### src/rtl/vfield_pkg.sv
package vfield_pkg;

    typedef enum logic {
        STD_525 = 1'b0,
        STD_625 = 1'b1
    } vstd_e;

    typedef struct packed {
        logic f;
        logic v;
    } vflags_t;

    localparam int unsigned LINES_525 = 525;
    localparam int unsigned LINES_625 = 625;

    function automatic int unsigned frame_len(vstd_e s);
        return (s == STD_625) ? LINES_625 : LINES_525;
    endfunction

    function automatic logic fixed_field(vstd_e s, int unsigned ln);
        if (s == STD_625)
            return ln >= 313;
        return (ln <= 3) || (ln >= 266);
    endfunction

    function automatic logic fixed_blank(vstd_e s, int unsigned ln);
        if (s == STD_625)
            return (ln <= 22) || ((ln >= 311) && (ln <= 335)) || (ln >= 624);
        return (ln <= 19) || ((ln >= 264) && (ln <= 282));
    endfunction

    function automatic logic gate_blank(int unsigned ln, int unsigned st, int unsigned sp);
        if (st <= sp)
            return (ln >= st) && (ln < sp);
        return (ln >= st) || (ln < sp);
    endfunction

endpackage

### src/rtl/vfield_line_counter.sv
module vfield_line_counter
    import vfield_pkg::*;
#(
    parameter int LW = 10
) (
    input  logic          clk,
    input  logic          rst,
    input  logic          line_stb,
    input  logic          frame_stb,
    input  logic          std_sel,
    output logic [LW-1:0] line_q,
    output vstd_e         std_q,
    output logic [LW-1:0] line_d,
    output vstd_e         std_d
);

    localparam logic [LW-1:0] FIRST_LINE = LW'(1);

    logic at_last;

    assign at_last = int'(line_q) >= frame_len(std_q);

    always_comb begin
        line_d = line_q;
        std_d  = std_q;
        if (frame_stb) begin
            line_d = FIRST_LINE;
            std_d  = vstd_e'(std_sel);
        end else if (line_stb) begin
            line_d = at_last ? FIRST_LINE : line_q + FIRST_LINE;
        end
    end

    always_ff @(posedge clk) begin
        if (rst) begin
            line_q <= FIRST_LINE;
            std_q  <= STD_525;
        end else begin
            line_q <= line_d;
            std_q  <= std_d;
        end
    end

endmodule

### src/rtl/vfield_flag_decode.sv
module vfield_flag_decode
    import vfield_pkg::*;
#(
    parameter int LW     = 10,
    parameter int MW     = 3,
    parameter bit GATE_EN = 1'b1
) (
    input  logic [LW-1:0] line_in,
    input  vstd_e         std_in,
    input  logic [MW-1:0] vmode,
    input  logic [LW-1:0] gate_start,
    input  logic [LW-1:0] gate_stop,
    output vflags_t       flags
);

    logic blank_fixed;
    logic blank_sel;

    assign blank_fixed = fixed_blank(std_in, int'(line_in));

    generate
        if (GATE_EN) begin : g_gate
            logic blank_gate;
            assign blank_gate = gate_blank(int'(line_in), int'(gate_start), int'(gate_stop));
            assign blank_sel  = (vmode != '0) ? blank_gate : blank_fixed;
        end else begin : g_fixed
            logic unused_ok;
            assign unused_ok = ^{vmode, gate_start, gate_stop};
            assign blank_sel = blank_fixed;
        end
    endgenerate

    always_comb begin
        flags.f = fixed_field(std_in, int'(line_in));
        flags.v = blank_sel;
    end

endmodule

### src/rtl/vfield_flag_gen.sv
module vfield_flag_gen
    import vfield_pkg::*;
#(
    parameter int LW      = 10,
    parameter int MW      = 3,
    parameter bit GATE_EN = 1'b1
) (
    input  logic          clk,
    input  logic          rst,
    input  logic          line_stb,
    input  logic          frame_stb,
    input  logic          std_sel,
    input  logic [MW-1:0] vmode,
    input  logic [LW-1:0] gate_start,
    input  logic [LW-1:0] gate_stop,
    output logic [LW-1:0] line_num,
    output logic          fld_f,
    output logic          vblk_v
);

    logic [LW-1:0] line_next;
    vstd_e         std_next;
    vstd_e         act_std;
    vflags_t       flags_next;
    vflags_t       flags_q;

    vfield_line_counter #(.LW(LW)) i_cnt (
        .clk       (clk),
        .rst       (rst),
        .line_stb  (line_stb),
        .frame_stb (frame_stb),
        .std_sel   (std_sel),
        .line_q    (line_num),
        .std_q     (act_std),
        .line_d    (line_next),
        .std_d     (std_next)
    );

    vfield_flag_decode #(.LW(LW), .MW(MW), .GATE_EN(GATE_EN)) i_dec (
        .line_in    (line_next),
        .std_in     (std_next),
        .vmode      (vmode),
        .gate_start (gate_start),
        .gate_stop  (gate_stop),
        .flags      (flags_next)
    );

    always_ff @(posedge clk) begin
        if (rst)
            flags_q <= '{f: 1'b1, v: 1'b1};
        else if (line_stb || frame_stb)
            flags_q <= flags_next;
    end

    assign fld_f  = flags_q.f;
    assign vblk_v = flags_q.v;

endmodule

### config.mk
export PLATFORM = sky130hd
export DESIGN_NAME = vfield_flag_gen
export DESIGN_NICKNAME = d
export VERILOG_FILES = /design/src/rtl/vfield_pkg.sv /design/src/rtl/vfield_line_counter.sv /design/src/rtl/vfield_flag_decode.sv /design/src/rtl/vfield_flag_gen.sv
export SDC_FILE = /design/constraint.sdc
export NUM_CORES = 1
export LEC_CHECK = 0
export BUFFER_PORTS_ARGS = -buffer_cell sky130_fd_sc_hd__buf_2
export CELL_PAD_IN_SITES_DETAIL_PLACEMENT = 0
export CELL_PAD_IN_SITES_GLOBAL_PLACEMENT = 1
export CORE_AREA = 5 5 77 79
export DETAILED_ROUTE_END_ITERATION = 8
export DIE_AREA = 0 0 82 84
export GPL_TIMING_DRIVEN = 0
export PLACE_DENSITY = 0.85
export SYNTH_ARGS = -nofsm -noshare
export SYNTH_HDL_FRONTEND = slang
export SYNTH_SLANG_ARGS = --single-unit
### constraint.sdc
create_clock -name clk -period 4.6 [get_ports clk]
set_clock_uncertainty 0.2 [all_clocks]
set_input_delay 0 -clock clk [delete_from_list [all_inputs] [get_ports clk]]
set_output_delay 0 -clock clk [all_outputs]
set_load 0.02 [all_outputs]
* Yosys cells after proc, flatten, opt, wreduce, memory -nomap -nowiden
Index checks and enable logic that the tools add are counted.
Word-level totals: output and inout bits 12, register bits after elaboration 13, logic and storage cells 43, input port bits 28
Cells by class: mux-type cells 14, reductions and logical operators 10, add/sub/neg operators 1, $lt $le $gt $ge 14
Operator list (count):
- greater-or-equal comparator 10 x 9 -> 1 bit, second input constant | 4
- greater-or-equal comparator 10 x 32 -> 1 bit | 1
- 2-to-1 mux 10 bit | 3
- less-or-equal comparator 10 x 5 -> 1 bit, second input constant | 2
- less-or-equal comparator 10 x 9 -> 1 bit, second input constant | 2
- adder 10 x 1 -> 10 bit, second input constant | 1
- greater-or-equal comparator 10 bit | 1
- greater-or-equal comparator 10 bit, second input constant | 1
- less-or-equal comparator 10 bit | 1
- less-or-equal comparator 10 x 2 -> 1 bit, second input constant | 1
- less-than comparator 10 bit | 1
- 2-to-1 mux 1 bit | 10
- 2-to-1 mux 7 bit | 1
- logical OR 1 bit | 6
- logical AND 1 bit | 3
- nonzero test 3 bit | 1

* Logic depth before layout (Yosys ltp)
Gate-level depths: netlist of the first run.
word-level depth 12, depth in mapped cells 19, gate-level depth less buffers 16

* Hierarchy
Synthesis of the first run repeated with hierarchy kept, for this count alone.
Second synthesis, totals: cell total of the unflattened synthesis 221, area total of the unflattened synthesis 1729.2 um^2
Modules (own cells, without submodules):
- vfield_flag_decode | cells each 127, seq. area each 0.0 um^2, instances 1, area each 912.1 um^2
- vfield_line_counter | cells each 85, seq. area each 220.2 um^2, instances 1, area each 740.7 um^2
- vfield_flag_gen | cells each 9, seq. area each 40.0 um^2, instances 1, area each 76.3 um^2

* Worst setup path after synthesis of the first run
No wires, ideal clock.
path kind register to register, from register i_cnt.line_q[3], to register flags_q, in the netlist vblk_v, path slack 0.783 ns, buffers on the path 2, arrival 3.485 ns, data required time 4.268 ns, cell stages (with the launch flop) 16, clock period less this slack 3.817 ns, library setup time 0.132 ns, path through dfxtp_1 > ha_1 > a21o_1 > a31oi_1 > o21ai_2 > buf_6 > a21o_1 > clkbuf_1 > nor2_1 > ha_1 > a2111oi_0 > a31oi_1 > a211o_1 > maj3_1 > nand2_1 > o211ai_1
On the way: longest elaborated chain between the ends 11, elaborated cells between the ends (all ways) 26, classes of those cells add/sub (1); order compare (10); mux (8); reduce/logical (7)
RTL lines:
- from (decl) | line vfield_line_counter.sv:11 | output logic [LW-1:0] line_q,
- from (signal assigned) | line vfield_line_counter.sv:39 | line_q <= line_d;
- greater-or-equal comparator 10 x 32 -> 1 bit / adder 10 x 1 -> 10 bit (equally long branches) | line vfield_line_counter.sv:21, vfield_line_counter.sv:30
- 2-to-1 mux 10 bit (*) | line vfield_line_counter.sv:30 | line_d = at_last ? FIRST_LINE : line_q + FIRST_LINE;
- 2-to-1 mux 10 bit (*) | line vfield_line_counter.sv:29 | end else if (line_stb) begin
- 2-to-1 mux 10 bit (*) | line vfield_line_counter.sv:26 | if (frame_stb) begin
- via i_cnt.line_d[5] | line vfield_line_counter.sv:13 | output logic [LW-1:0] line_d,
- greater-or-equal comparator 10 x 9 -> 1 bit / less-or-equal comparator 10 x 9 -> 1 bit (equally long branches) | line vfield_pkg.sv:28 | return (ln <= 22) || ((ln >= 311) && (ln <= 335)) || (ln >= 624);
- logical AND 1 bit | line vfield_pkg.sv:28
- logical OR 1 bit (2 in a row) | line vfield_pkg.sv:28
- 2-to-1 mux 1 bit | line vfield_pkg.sv:27 | if (s == STD_625)
- 2-to-1 mux 1 bit | line vfield_pkg.sv:29 | return (ln <= 19) || ((ln >= 264) && (ln <= 282));
- 2-to-1 mux 1 bit (*) | line vfield_flag_decode.sv:25 | assign blank_sel = (vmode != '0) ? blank_gate : blank_fixed;
- to (signal assigned) | line vfield_flag_gen.sv:50 | flags_q <= '{f: 1'b1, v: 1'b1};
- to (signal assigned) | line vfield_flag_gen.sv:52 | flags_q <= flags_next;
- to (decl) | line vfield_flag_gen.sv:25 | vflags_t flags_q;
Mark *: on every way through the listed nets, which the timed path passes. The rest lies on a longest branch. The select of a mux whose other input is x is not followed. A chain may end at the register's enable or synchronous reset.

* Final worst setup path of the first run
Ends and elaborated chain as after synthesis.

==> summary.txt, run 1 <==
Run status
  • Status: finished clean

Detailed routing
  • DR WL/cell: 14.57 um
  • WL final: 5712 um
  • Vias/cell: 5.548
  • 1st-iter DRT viols: 221
  • Drt first pass iters: 5
  • DRC Markers: 0
  • Post-detailed-route count of antenna-violating nets: 0
  • DR vias: between 2k and 2.5k

Placed design
  • HPWL after DPL: 4729 um
  • RD Place Congestion: 0.9076
  • Placement Cell Area: 2346 sq um
  • Count of input and output buffers: 38
  • Worst slack, placed: 485.4 ps

Setup path
  • Worst path slowest cell: dfxtp_1
  • Startpoint Class: flop
  • Worst reg2reg startpoint: i_cnt.line_q[3]$_SDFF_PP0_
  • Req. time, crit path: approximately 4500 ps
  • WS Path Type: flop to flop
  • R2R Path End: vblk_v$_SDFFE_PP1P_
  • CP endpoint kind: flop
  • Cell Chain, Critical Path: ha_1 -> a21o_1 -> a31oi_1 -> o21ai_2 -> buf_6 -> a21o_1 -> nor2_1 -> ha_1 -> a2111oi_0 -> a31oi_1 -> a211o_1 -> maj3_1 -> nand2_1 -> o211ai_1
  • CP max stage delay: between 500 and 600 ps
  • Worst-case reg-to-reg path depth: 14
  • R2R setup slack: about 650 ps
  • Crit path max fanout: 15
  • Crit path DAT: ~3900 ps

Synthesis
  • Ys async rst share: 0
  • Yosys top cell area share: 0.2180
  • Average size of a mapped cell: 7.458 sq um
  • Post-synth top area cell: ha_1
  • Top-count cell post-synth: ha_1
  • YS warnings: 0
  • Synth Instances: around 280
  • Mapped Area: 2066 sq um
  • Number of synthesized flops with an enable pin: 0
  • Main area contributors after synthesis: ha_1, dfxtp_1, nor2_1, inv_1, nor3_1
  • Mapped Nets: 341
  • Post-synth top cells: ha_1, nor2_1, inv_1, nand2_1, nor3_1
  • Post-synthesis sequential area ratio: 0.1260
  • Synth unique cells: 55
  • #FFs+latches synth: 13
  • Synth Flop Type: dfxtp_1

Min path
  • Hold endpoint: vblk_v$_SDFFE_PP1P_
  • WHS Path Cells: 5
  • Hold crit path type: input pin to flop
  • Worst min-delay path startpoint: vmode[2]

STA
  • Max Clk Rate: 253.2 MHz
  • Fin crit period: between 3000 and 4000 ps
  • Final setup viols: 0
  • Min Hold Slack: 3.638 ps
  • Fin crit share: 0.8585
  • Measured slew at the worst slew-check pin: 641.8 ps
  • Min setup slack post-route: 650.8 ps
  • Fin. Hold Viols: 0
  • RSZ-0062 raised after global routing: false
  • Slew Viols, Final: 0
  • Setup TNS: 0 ps
  • Slew headroom: 0.5696

Die
  • Die Span Y: around 84 um
  • Die ar.: 6888 sq um
  • Core box area: 5270 sq um
  • Horiz. Die Dim: 82 um
  • Rows: 27
  • Initial core utilization: 0.3920
  • Num ports: 40

Cells and area
  • Area Overhead vs Synth: 16.66%
  • Finished Core Util: 0.4573
  • Post-route cell area: 2410 sq um
  • Final nets: 385
  • Ant diodes: 0
  • Share of cells above drive strength 1: 0.1781

Global routing
  • First-pass GRT wire length: 9591 um
  • Gr usage total: 0.1738
  • Pin count of the biggest net entering global routing: 11
  • Initial antenna violation count: 0
  • Congestion Overflow GR: 0
  • Vias in the first global route: 2070

Clock network
  • Clock buffer depth: 2
  • Worst skew pair latency: 250 ps
  • Clock-pin slew on the worst setup and hold paths: 60 ps
  • Clock root cell: clkbuf_8
  • CTS Sinks: 13
  • H-tree depth: 1
  • CTS tree: built
  • Num CTS Buffers: 3

Flow run
  • Number of max-cap violations: 0

Power and ir drop
  • Maximum vdd drop: 0.07448 mV
  • PwrDens: roughly 130 nW/um^2
  • Leak: roughly 1.1 nW
timing repair:
item | 4_1_cts | 5_1_grt
resized for setup | 0 | 2
hold endpoints to repair | 4 | 0
setup endpoints to repair | 0 | 1
buffers inserted | 0 | 0
hold buffers | 2 | 0
cells in the final DEF (no fill, tap or decap), types with 5 or more instances in the layout:
cell type	synthesis	layout
a31oi_1	7	7
a21oi_1	12	12
xor2_1	5	5
inv_1	25	25
nor3_1	14	14
nor2_1	27	27
buf_2	6	44
nand2_1	17	17
a211o_1	5	5
o21ai_0	12	12
xnor2_1	5	5
dfxtp_1	13	12
o21a_1	5	5
clkbuf_1	6	6
o211ai_1	5	5
ha_1	36	36
nand2b_1	6	6
nand3_1	6	6
nand4_1	9	9
layout make-up:
type                            count  area, sq um
Buffer                             14        75.07
Sequential cell                    13        261.5
Inverter                           25        93.84
Clock buffer                        4        45.04
Timing Repair Buffer               40        210.2
Tap cell                           72        90.09
Fill cell                         555         2860
Multi-Input combinational cell    224         1634
flip-flops by register name, indices dropped and copies added, names as in the netlist:
signal        flops
fld_f             1
i_cnt.line_q     10
vblk_v            1
i_cnt.std_q       1
layer usage:
metal	up-vias	routed length, um	global-route usage
met3	5	320	0.01620
met4	0	56	0.04532
met1	989	2678	0.2440
met5	-	0	0
met2	68	2656	0.2792
li1	1113	-	-
kinds of logic after synthesis:
family | share of synthesized area
compound gates | 0.2593
mux | 0.004846
simple gates | 0.2611
buf+inv | 0.08358
flops | 0.1260
fa+ha+maj | 0.2229
xor+xnor | 0.04240
metrics by stage:
step	std cells	total power, mW
finish	392	0.3248
global route	392	0.3479
CTS	393	0.3267
detailed placement	387	0.2199
global placement	387	0.2186
floorplan	277	0.1854
how the worst max path moves through the flow:
stage	start	endpoint	slack (ps)	cells after the start
2_1_floorplan	i_cnt.line_q[3]$_SDFF_PP0_	vblk_v$_SDFFE_PP1P_	780	15
3_3_place_gp	i_cnt.line_q[1]$_SDFF_PP0_	vblk_v$_SDFFE_PP1P_	550	15
3_5_place_dp	i_cnt.std_q$_SDFF_PP0_	vblk_v$_SDFFE_PP1P_	490	15
4_1_cts	i_cnt.std_q$_SDFF_PP0_	vblk_v$_SDFFE_PP1P_	450	15
5_1_grt	i_cnt.line_q[3]$_SDFF_PP0_	vblk_v$_SDFFE_PP1P_	110	13
6_report	i_cnt.line_q[3]$_SDFF_PP0_	vblk_v$_SDFFE_PP1P_	650	14
power by group:
part	switching [mW]	internal, mW
Sequential	0.00349	0.116
Clock	0.0452	0.0614
Combinational	0.0579	0.0410
Total	0.107	0.218
critical path, delay by kind of cell (launching register included):
kind / cells / cell delay (ps)
AO/OA/AOI/OAI: 8 / 1720
adder cells (fa/ha/maj): 3 / 940
flip-flops: 1 / 530
AND/OR/NAND/NOR: 2 / 290
buffers and inverters: 1 / 150
(Power assumes the default switching activity.)
==> inputs of run 2 (changes only) <==
--- a/config.mk
+++ b/config.mk
@@ -8,11 +8,12 @@
 export BUFFER_PORTS_ARGS = -buffer_cell sky130_fd_sc_hd__buf_2
 export CELL_PAD_IN_SITES_DETAIL_PLACEMENT = 0
 export CELL_PAD_IN_SITES_GLOBAL_PLACEMENT = 1
-export CORE_AREA = 5 5 77 79
+export CORE_AREA = 5 5 80 67
 export DETAILED_ROUTE_END_ITERATION = 8
-export DIE_AREA = 0 0 82 84
+export DIE_AREA = 0 0 85 72
 export GPL_TIMING_DRIVEN = 0
-export PLACE_DENSITY = 0.85
+export PLACE_DENSITY = 0.84
 export SYNTH_ARGS = -nofsm -noshare
 export SYNTH_HDL_FRONTEND = slang
+export SYNTH_HIERARCHICAL = 1
 export SYNTH_SLANG_ARGS = --single-unit
==> summary.txt, run 2 <==
Run status
  • Status: finished clean (unchanged)

Cells and area
  • Final nets: 335 (was 385)
  • Number of fill cells: 473 (was 555)
  • Commonest non-fill, non-tap cell in the layout: buf_2 (unchanged)
  • Area Overhead vs Synth: 23.15% (was 16.66%)
  • Ant diodes: 0 (unchanged)
  • Most frequent cells in the layout: buf_2, ha_1, inv_1, nor3_1, nand2_1 (was buf_2, ha_1, nor2_1, inv_1, nand2_1)
  • Share of cells above drive strength 1: 0.2156 (was 0.1781)
  • Finished Core Util: 0.4776 (was 0.4573)
  • Biggest register: i_cnt/line_q (was i_cnt.line_q)
  • Max FFs per register: 10 (unchanged)

Synthesis
  • Mapped Area: 1729 sq um (was 2066 sq um)
  • Average size of a mapped cell: 7.824 sq um (was 7.458 sq um)
  • Synth Instances: 221 (was 277)
  • Synth unique cells: 49 (was 55)
  • Main area contributors after synthesis: ha_1, dfxtp_1, nor3_1, inv_1, xor2_1 (was ha_1, dfxtp_1, nor2_1, inv_1, nor3_1)
  • Synth Flop Type: dfxtp_1 (unchanged)
  • Mapped Nets: 286 (was 341)
  • Yosys top cell area share: 0.2677 (was 0.2180)
  • Number of synthesized flops with an enable pin: 0 (unchanged)
  • Ys async rst share: 0 (unchanged)
  • Post-synth top area cell: ha_1 (unchanged)
  • Post-synth top cells: ha_1, inv_1, nor3_1, nand2_1, dfxtp_1 (was ha_1, nor2_1, inv_1, nand2_1, nor3_1)
  • Top-count cell post-synth: ha_1 (unchanged)
  • YS warnings: 6 (was 0)
  • Post-synthesis sequential area ratio: 0.1505 (was 0.1260)
  • #FFs+latches synth: 13 (unchanged)

Power and ir drop
  • Leak: 1.051 nW (was 1.113 nW)
  • Maximum vdd drop: 0.09496 mV (was 0.07448 mV)
  • Power, Total: 0.3084 mW (was 0.3248 mW)
  • PwrDens: 144.8 nW/um^2 (was 134.8 nW/um^2)

STA
  • Measured slew at the worst slew-check pin: 746.4 ps (was 641.8 ps)
  • Fin. Hold Viols: 0 (unchanged)
  • Final setup viols: 0 (unchanged)
  • Slew headroom: 0.4986 (was 0.5696)
  • Slew Viols, Final: 0 (unchanged)
  • Setup TNS: 0 ps (unchanged)
  • Max Clk Rate: 241.6 MHz (was 253.2 MHz)
  • RSZ-0062 raised after global routing: false (unchanged)
  • Min Hold Slack: 129.9 ps (was 3.638 ps)
  • Fin crit share: 0.8996 (was 0.8585)
  • Fin crit period: 4138 ps (was 3949 ps)

Clock network
  • Clock-pin slew on the worst setup and hold paths: 50 ps (was 60 ps)
  • Num CTS Buffers: 3 (unchanged)
  • Worst skew pair latency: 240 ps (was 250 ps)
  • CTS Sinks: 13 (unchanged)
  • CTS tree: built (unchanged)
  • Clock buffer depth: 2 (unchanged)
  • Clock root cell: clkbuf_8 (unchanged)
  • H-tree depth: 1 (unchanged)
  • Postcts setup bufs: 0 (unchanged)

Placed design
  • Count of input and output buffers: 39 (was 38)
  • HPWL after DPL: 3408 um (was 4729 um)
  • RD Place Congestion: 0.7708 (was 0.9076)

Detailed routing
  • 1st-iter DRT viols: 99 (was 221)
  • Drt first pass iters: 4 (was 5)
  • DR vias: 1728 (was 2175)
  • Vias/cell: 5.252 (was 5.548)
  • DRC Markers: 0 (unchanged)
  • Post-detailed-route count of antenna-violating nets: 0 (unchanged)
  • DR WL/cell: 12.56 um (was 14.57 um)
  • WL final: 4133 um (was 5712 um)

Setup path
  • Crit path from: i_cnt/line_q[3]$_SDFF_PP0_ (was i_cnt.line_q[3]$_SDFF_PP0_)
  • Crit path DAT: 4060 ps (was 3880 ps)
  • Critical Path End: vblk_v$_SDFFE_PP1P_ (unchanged)
  • R2R setup slack: 460 ps (was 650 ps)
  • Startpoint Class: flop (unchanged)
  • R2R Path End: vblk_v$_SDFFE_PP1P_ (unchanged)
  • Worst-case reg-to-reg path depth: 17 (was 14)
  • WS Path Type: flop to flop (unchanged)
  • Req. time, crit path: 4530 ps (about the same)
  • Crit path max fanout: 10 (was 15)
  • Worst reg2reg startpoint: i_cnt/line_q[3]$_SDFF_PP0_ (was i_cnt.line_q[3]$_SDFF_PP0_)
  • CP endpoint kind: flop (unchanged)

Flow run
  • Number of max-cap violations: 0 (unchanged)

Global routing
  • Initial antenna violation count: 0 (unchanged)
  • Vias in the first global route: 1612 (was 2070)
  • Congestion Overflow GR: 0 (unchanged)
  • Pin count of the biggest net entering global routing: 11 (unchanged)
  • First-pass GRT wire length: 7245 um (was 9591 um)
  • Gr usage total: 0.1388 (was 0.1738)

Die
  • Num ports: 40 (unchanged)
  • Die ar.: 6120 sq um (was 6888 sq um)
  • Initial core utilization: 0.3878 (was 0.3920)
  • Horiz. Die Dim: 85 um (was 82 um)
  • Rows: 22 (was 27)
  • Die Span Y: 72 um (was 84 um)
  • Core box area: 4459 sq um (was 5270 sq um)

Min path
  • Hold crit path type: input pin to flop (unchanged)
run 2: cell count changes after synthesis, moves of 4 or more:
cell | previous run | this run
a211o_1 | 5 | 1
buf_2 | 6 | 0
clkbuf_1 | 6 | 2
nor2_1 | 27 | 7
nor3_1 | 14 | 23
o21a_1 | 5 | 0
o21ai_0 | 12 | 5
run 2: cell type report:
class / instances / area, sq um / share of cell area
multi-input combinational: 176 / 1356 / 0.6369
sequential: 13 / 260.3 / 0.1222
timing repair buffer: 44 / 245.2 / 0.1152
inverter: 26 / 97.59 / 0.04583
tap: 60 / 75.07 / 0.03525
buffer: 6 / 50.05 / 0.02350
clock buffer: 4 / 45.04 / 0.02115
run 2: per-layer routing:
layer	global-route usage	up-vias	routed length (um)
li1	-	908	-
met1	0.2042	792	2107
met2	0.2224	28	1852
met3	0.01816	0	173
met4	0.01582	0	0
met5	0	-	0
run 2: worst min path at each step:
stage             from                      to  slack (ps)  depth (start not counted)
2_1_floorplan      rst  i_cnt/std_q$_SDFF_PP0_        -130                          1
3_3_place_gp       rst  i_cnt/std_q$_SDFF_PP0_          50                          2
3_5_place_dp       rst  i_cnt/std_q$_SDFF_PP0_          40                          2
4_1_cts        std_sel  i_cnt/std_q$_SDFF_PP0_         140                          4
5_1_grt        std_sel  i_cnt/std_q$_SDFF_PP0_         210                          4
6_report       std_sel  i_cnt/std_q$_SDFF_PP0_         130                          4
run 2: power by group:
group | switching, mW | leakage, nW | internal, mW | total [mW]
Combinational | 0.0482 | 0.922 | 0.0403 | 0.0885
Sequential | 0.00295 | 0.106 | 0.116 | 0.119
Clock | 0.0399 | 0.0228 | 0.0612 | 0.101
Total | 0.0911 | 1.05 | 0.217 | 0.308
run 2: metrics by stage:
stage | cell area, sq um | worst slack (ps) | std cells
after floorplan | 1729 | 587.4 | 221
after global placement | 1999 | 146.0 | 320
after detailed placement | 1999 | 147.3 | 320
after CTS | 2095 | 130.6 | 329
after global routing | 2130 | 61.87 | 329
final | 2130 | 461.6 | 329
run 2: cell families after synthesis:
kind of cell               share of synthesized area
DFF                                           0.1505
and+or+nand+nor                               0.2750
AOI/OAI and AO/OA                             0.1650
buffers and inverters                        0.08538
xor gates and xnor gates                     0.05065
muxes                                       0.005789
adders and majority gates                     0.2677
run 2: worst max-delay path: stages, from the launching register on:
cell	delay, ps
dfxtp_1	470
ha_1	290
a21o_1	180
a31oi_1	180
o21ai_2	100
buf_6	150
buf_12	140
nor3_2	470
ha_1	360
a21o_1	180
a31oi_1	180
o21ai_0	140
a31oi_1	220
a2111oi_0	110
or3_1	340
buf_4	150
nor2_1	100
a21oi_1	70
run 2: what timing repair did:
action	4_1_cts	5_1_grt
setup endpoints to repair	0	1
hold endpoints to repair	3	0
gates resized for setup	0	7
hold buffers	5	0
==> inputs of run 3 (changes only) <==
--- a/config.mk
+++ b/config.mk
@@ -8,12 +8,12 @@
 export BUFFER_PORTS_ARGS = -buffer_cell sky130_fd_sc_hd__buf_2
 export CELL_PAD_IN_SITES_DETAIL_PLACEMENT = 0
 export CELL_PAD_IN_SITES_GLOBAL_PLACEMENT = 1
-export CORE_AREA = 5 5 80 67
+export CORE_AREA = 5 5 86 72
 export DETAILED_ROUTE_END_ITERATION = 8
-export DIE_AREA = 0 0 85 72
+export DIE_AREA = 0 0 91 77
 export GPL_TIMING_DRIVEN = 0
 export PLACE_DENSITY = 0.84
+export REMOVE_ABC_BUFFERS = 1
 export SYNTH_ARGS = -nofsm -noshare
 export SYNTH_HDL_FRONTEND = slang
-export SYNTH_HIERARCHICAL = 1
 export SYNTH_SLANG_ARGS = --single-unit
==> summary.txt, run 3 (synthesis results as in run 1) <==
Setup path
  • Cell Chain, Critical Path: inv_1 -> ha_1 -> nand2b_1 -> a31oi_1 -> o21ai_2 -> a21o_2 -> nor2_1 -> ha_1 -> a2111oi_0 -> a31oi_1 -> a211o_1 -> a2111oi_0 -> o211ai_1 (was ha_1 -> a21o_1 -> a31oi_1 -> o21ai_2 -> buf_6 -> buf_12 -> nor3_2 -> ha_1 -> a21o_1 -> a31oi_1 -> o21ai_0 -> a31oi_1 -> a2111oi_0 -> or3_1 -> buf_4 -> nor2_1 -> a21oi_1)
  • Crit path DAT: 4010 ps (was 4060 ps)
  • WS Path Type: flop to flop (unchanged)
  • CP endpoint kind: flop (unchanged)
  • Req. time, crit path: 4530 ps (about the same)
  • Worst path slowest cell: dfxtp_1 (unchanged)
  • CP max stage delay: 610 ps (was 470 ps)
  • Crit path max fanout: 15 (was 10)
  • Startpoint Class: flop (unchanged)

Clock network
  • Clock root cell: clkbuf_8 (unchanged)
  • H-tree depth: 1 (unchanged)
  • CTS tree: built (unchanged)
  • Num CTS Buffers: 3 (unchanged)
  • CTS Sinks: 13 (unchanged)
  • Clock-pin slew on the worst setup and hold paths: 60 ps (was 50 ps)
  • Clock buffer depth: 2 (unchanged)
  • Worst skew pair latency: 250 ps (was 240 ps)
  • Postcts setup bufs: 0 (unchanged)

Placed design
  • RD Place Congestion: 0.9285 (was 0.7708)
  • Count of input and output buffers: 39 (unchanged)
  • HPWL after DPL: 4630 um (was 3408 um)

Power and ir drop
  • Clock share of power: 0.329 (was 0.328)
  • Leak: 1.073 nW (was 1.051 nW)
  • Internal power: 0.2183 mW (was 0.2173 mW)
  • Sequential power share: 0.369 (was 0.385)
  • Sw Ratio: 0.3330 (was 0.2954)
  • Gate power share: 0.302 (was 0.287)
  • NetSw: 0.1090 mW (was 0.09109 mW)
  • PwrDens: 139.9 nW/um^2 (was 144.8 nW/um^2)
  • Maximum vdd drop: 0.08195 mV (was 0.09496 mV)

Cells and area
  • Biggest register: i_cnt.line_q (was i_cnt/line_q)
  • Number of fill cells: 546 (was 473)
  • Share of cells above drive strength 1: 0.1623 (was 0.2156)
  • Final nets: 373 (was 335)
  • Area of the multi-input gates: 1634 sq um (was 1356 sq um)
  • Most frequent cells in the layout: buf_2, ha_1, nor2_1, inv_1, nand2_1 (was buf_2, ha_1, inv_1, nor3_1, nand2_1)
  • Max FFs per register: 10 (unchanged)
  • Commonest non-fill, non-tap cell in the layout: buf_2 (unchanged)
  • Ant diodes: 0 (unchanged)
  • Finished Core Util: 0.4452 (was 0.4776)
  • Register area: 260.3 sq um (unchanged)
  • Area Overhead vs Synth: 13.26% (was 23.15%)

Detailed routing
  • Vias/cell: 5.716 (was 5.252)
  • Post-detailed-route count of antenna-violating nets: 0 (unchanged)
  • DR vias: 2132 (was 1728)
  • DRC Markers: 0 (unchanged)
  • DR WL/cell: 15.31 um (was 12.56 um)
  • WL final: 5712 um (was 4133 um)
  • Drt first pass iters: 4 (unchanged)
  • 1st-iter DRT viols: 205 (was 99)

Flow run
  • Number of max-cap violations: 0 (unchanged)

STA
  • Final setup viols: 0 (unchanged)
  • Fin. Hold Viols: 0 (unchanged)
  • RSZ-0062 raised after global routing: false (unchanged)
  • Setup TNS: 0 ps (unchanged)
  • Measured slew at the worst slew-check pin: 679.0 ps (was 746.4 ps)
  • Slew headroom: 0.5356 (was 0.4986)
  • Slew Viols, Final: 0 (unchanged)
  • Max Clk Rate: 244.9 MHz (was 241.6 MHz)
  • Fin crit share: 0.8876 (was 0.8996)
  • Fin crit period: 4083 ps (was 4138 ps)

Die
  • Initial core utilization: 0.3931 (was 0.3878)
  • Die ar.: 7007 sq um (was 6120 sq um)
  • Num ports: 40 (unchanged)
  • Horiz. Die Dim: 91 um (was 85 um)
  • Die Span Y: 77 um (was 72 um)
  • Core box area: 5255 sq um (was 4459 sq um)
  • Rows: 24 (was 22)

Global routing
  • Pin count of the biggest net entering global routing: 19 (was 11)
  • First-pass GRT wire length: 9880 um (was 7245 um)
  • Vias in the first global route: 2033 (was 1612)
  • Initial antenna violation count: 0 (unchanged)
  • Gr usage total: 0.1673 (was 0.1388)
  • Congestion Overflow GR: 0 (unchanged)

Min path
  • Hold crit path type: input pin to flop (unchanged)

Run status
  • Status: finished clean (unchanged)
run 3: cell types whose count changed in the layout (fill, tap and decap cells not counted), moves of 3 or more:
cell	before	now
nand2b_1	3	6
nor2_1	7	27
o211ai_1	2	5
a211o_1	1	5
o21ai_0	5	12
or3_1	5	2
o21ai_1	3	0
o32ai_1	0	3
nor3_2	8	0
o21a_1	0	5
run 3: final timing paths:
check,from,to,slack (ps),depth (start not counted)
min reg2reg,vblk_v$_SDFFE_PP1P_,vblk_v$_SDFFE_PP1P_,320,2
max,i_cnt.line_q[0]$_SDFF_PP1_,vblk_v$_SDFFE_PP1P_,520,13
min,vmode[2],vblk_v$_SDFFE_PP1P_,0.2,5
max reg2reg,i_cnt.line_q[0]$_SDFF_PP1_,vblk_v$_SDFFE_PP1P_,520,13
run 3: timing repair:
item,CTS,global route
hold buffers,3,0
endpoints found under the hold margin,12,0
gates resized for setup,0,1
endpoints found under the setup margin,0,1
run 3: power groups by stage:
stage | clock, mW | combinational [mW] | sequential [mW]
2_1_floorplan | 0 | 0.0558 | 0.125
3_3_place_gp | 0 | 0.0941 | 0.123
3_5_place_dp | 0 | 0.0961 | 0.123
4_1_cts | 0.109 | 0.0989 | 0.121
5_1_grt | 0.115 | 0.113 | 0.121
6_report | 0.108 | 0.0990 | 0.121
run 3: cell type report:
cell class / count / share of cell area
tap: 65 / 0.03476
inverter: 25 / 0.04011
clock buffer: 4 / 0.01925
multi-input combinational: 224 / 0.6984
timing repair buffer: 42 / 0.09626
sequential: 13 / 0.1112
run 3: critical path: cells and delay by family, from the launching register on:
family / cells / cell delay, ps
adder cells (fa/ha/maj): 2 / 550
AND/OR/NAND/NOR: 2 / 200
AO/OA/AOI/OAI: 8 / 2240
flip-flops: 1 / 610
buffers and inverters: 1 / 140
run 3: per-layer routing:
metal | GRT usage | vias up | part of all wire
met2 | 0.2500 | 56 | 0.43
met1 | 0.2544 | 976 | 0.52
li1 | - | 1097 | -
met5 | 0 | - | 0
met4 | 0.01320 | 0 | 0.0032
met3 | 0.03425 | 3 | 0.053
run 3: through the flow:
stage | std cells | setup slack, ps | power (mW) | cell area [sq um] | hold slack (ps)
after detailed placement | 366 | 388.4 | 0.2192 | 2263 | 152.3
after global placement | 366 | 465.2 | 0.2170 | 2263 | 153.4
after global routing | 373 | 106.4 | 0.3496 | 2340 | 56.11
after CTS | 373 | 361.3 | 0.3286 | 2338 | 5.083
after floorplan | 262 | 921.9 | 0.1803 | 1987 | -127.6
final | 373 | 517.3 | 0.3273 | 2340 | 0.2222
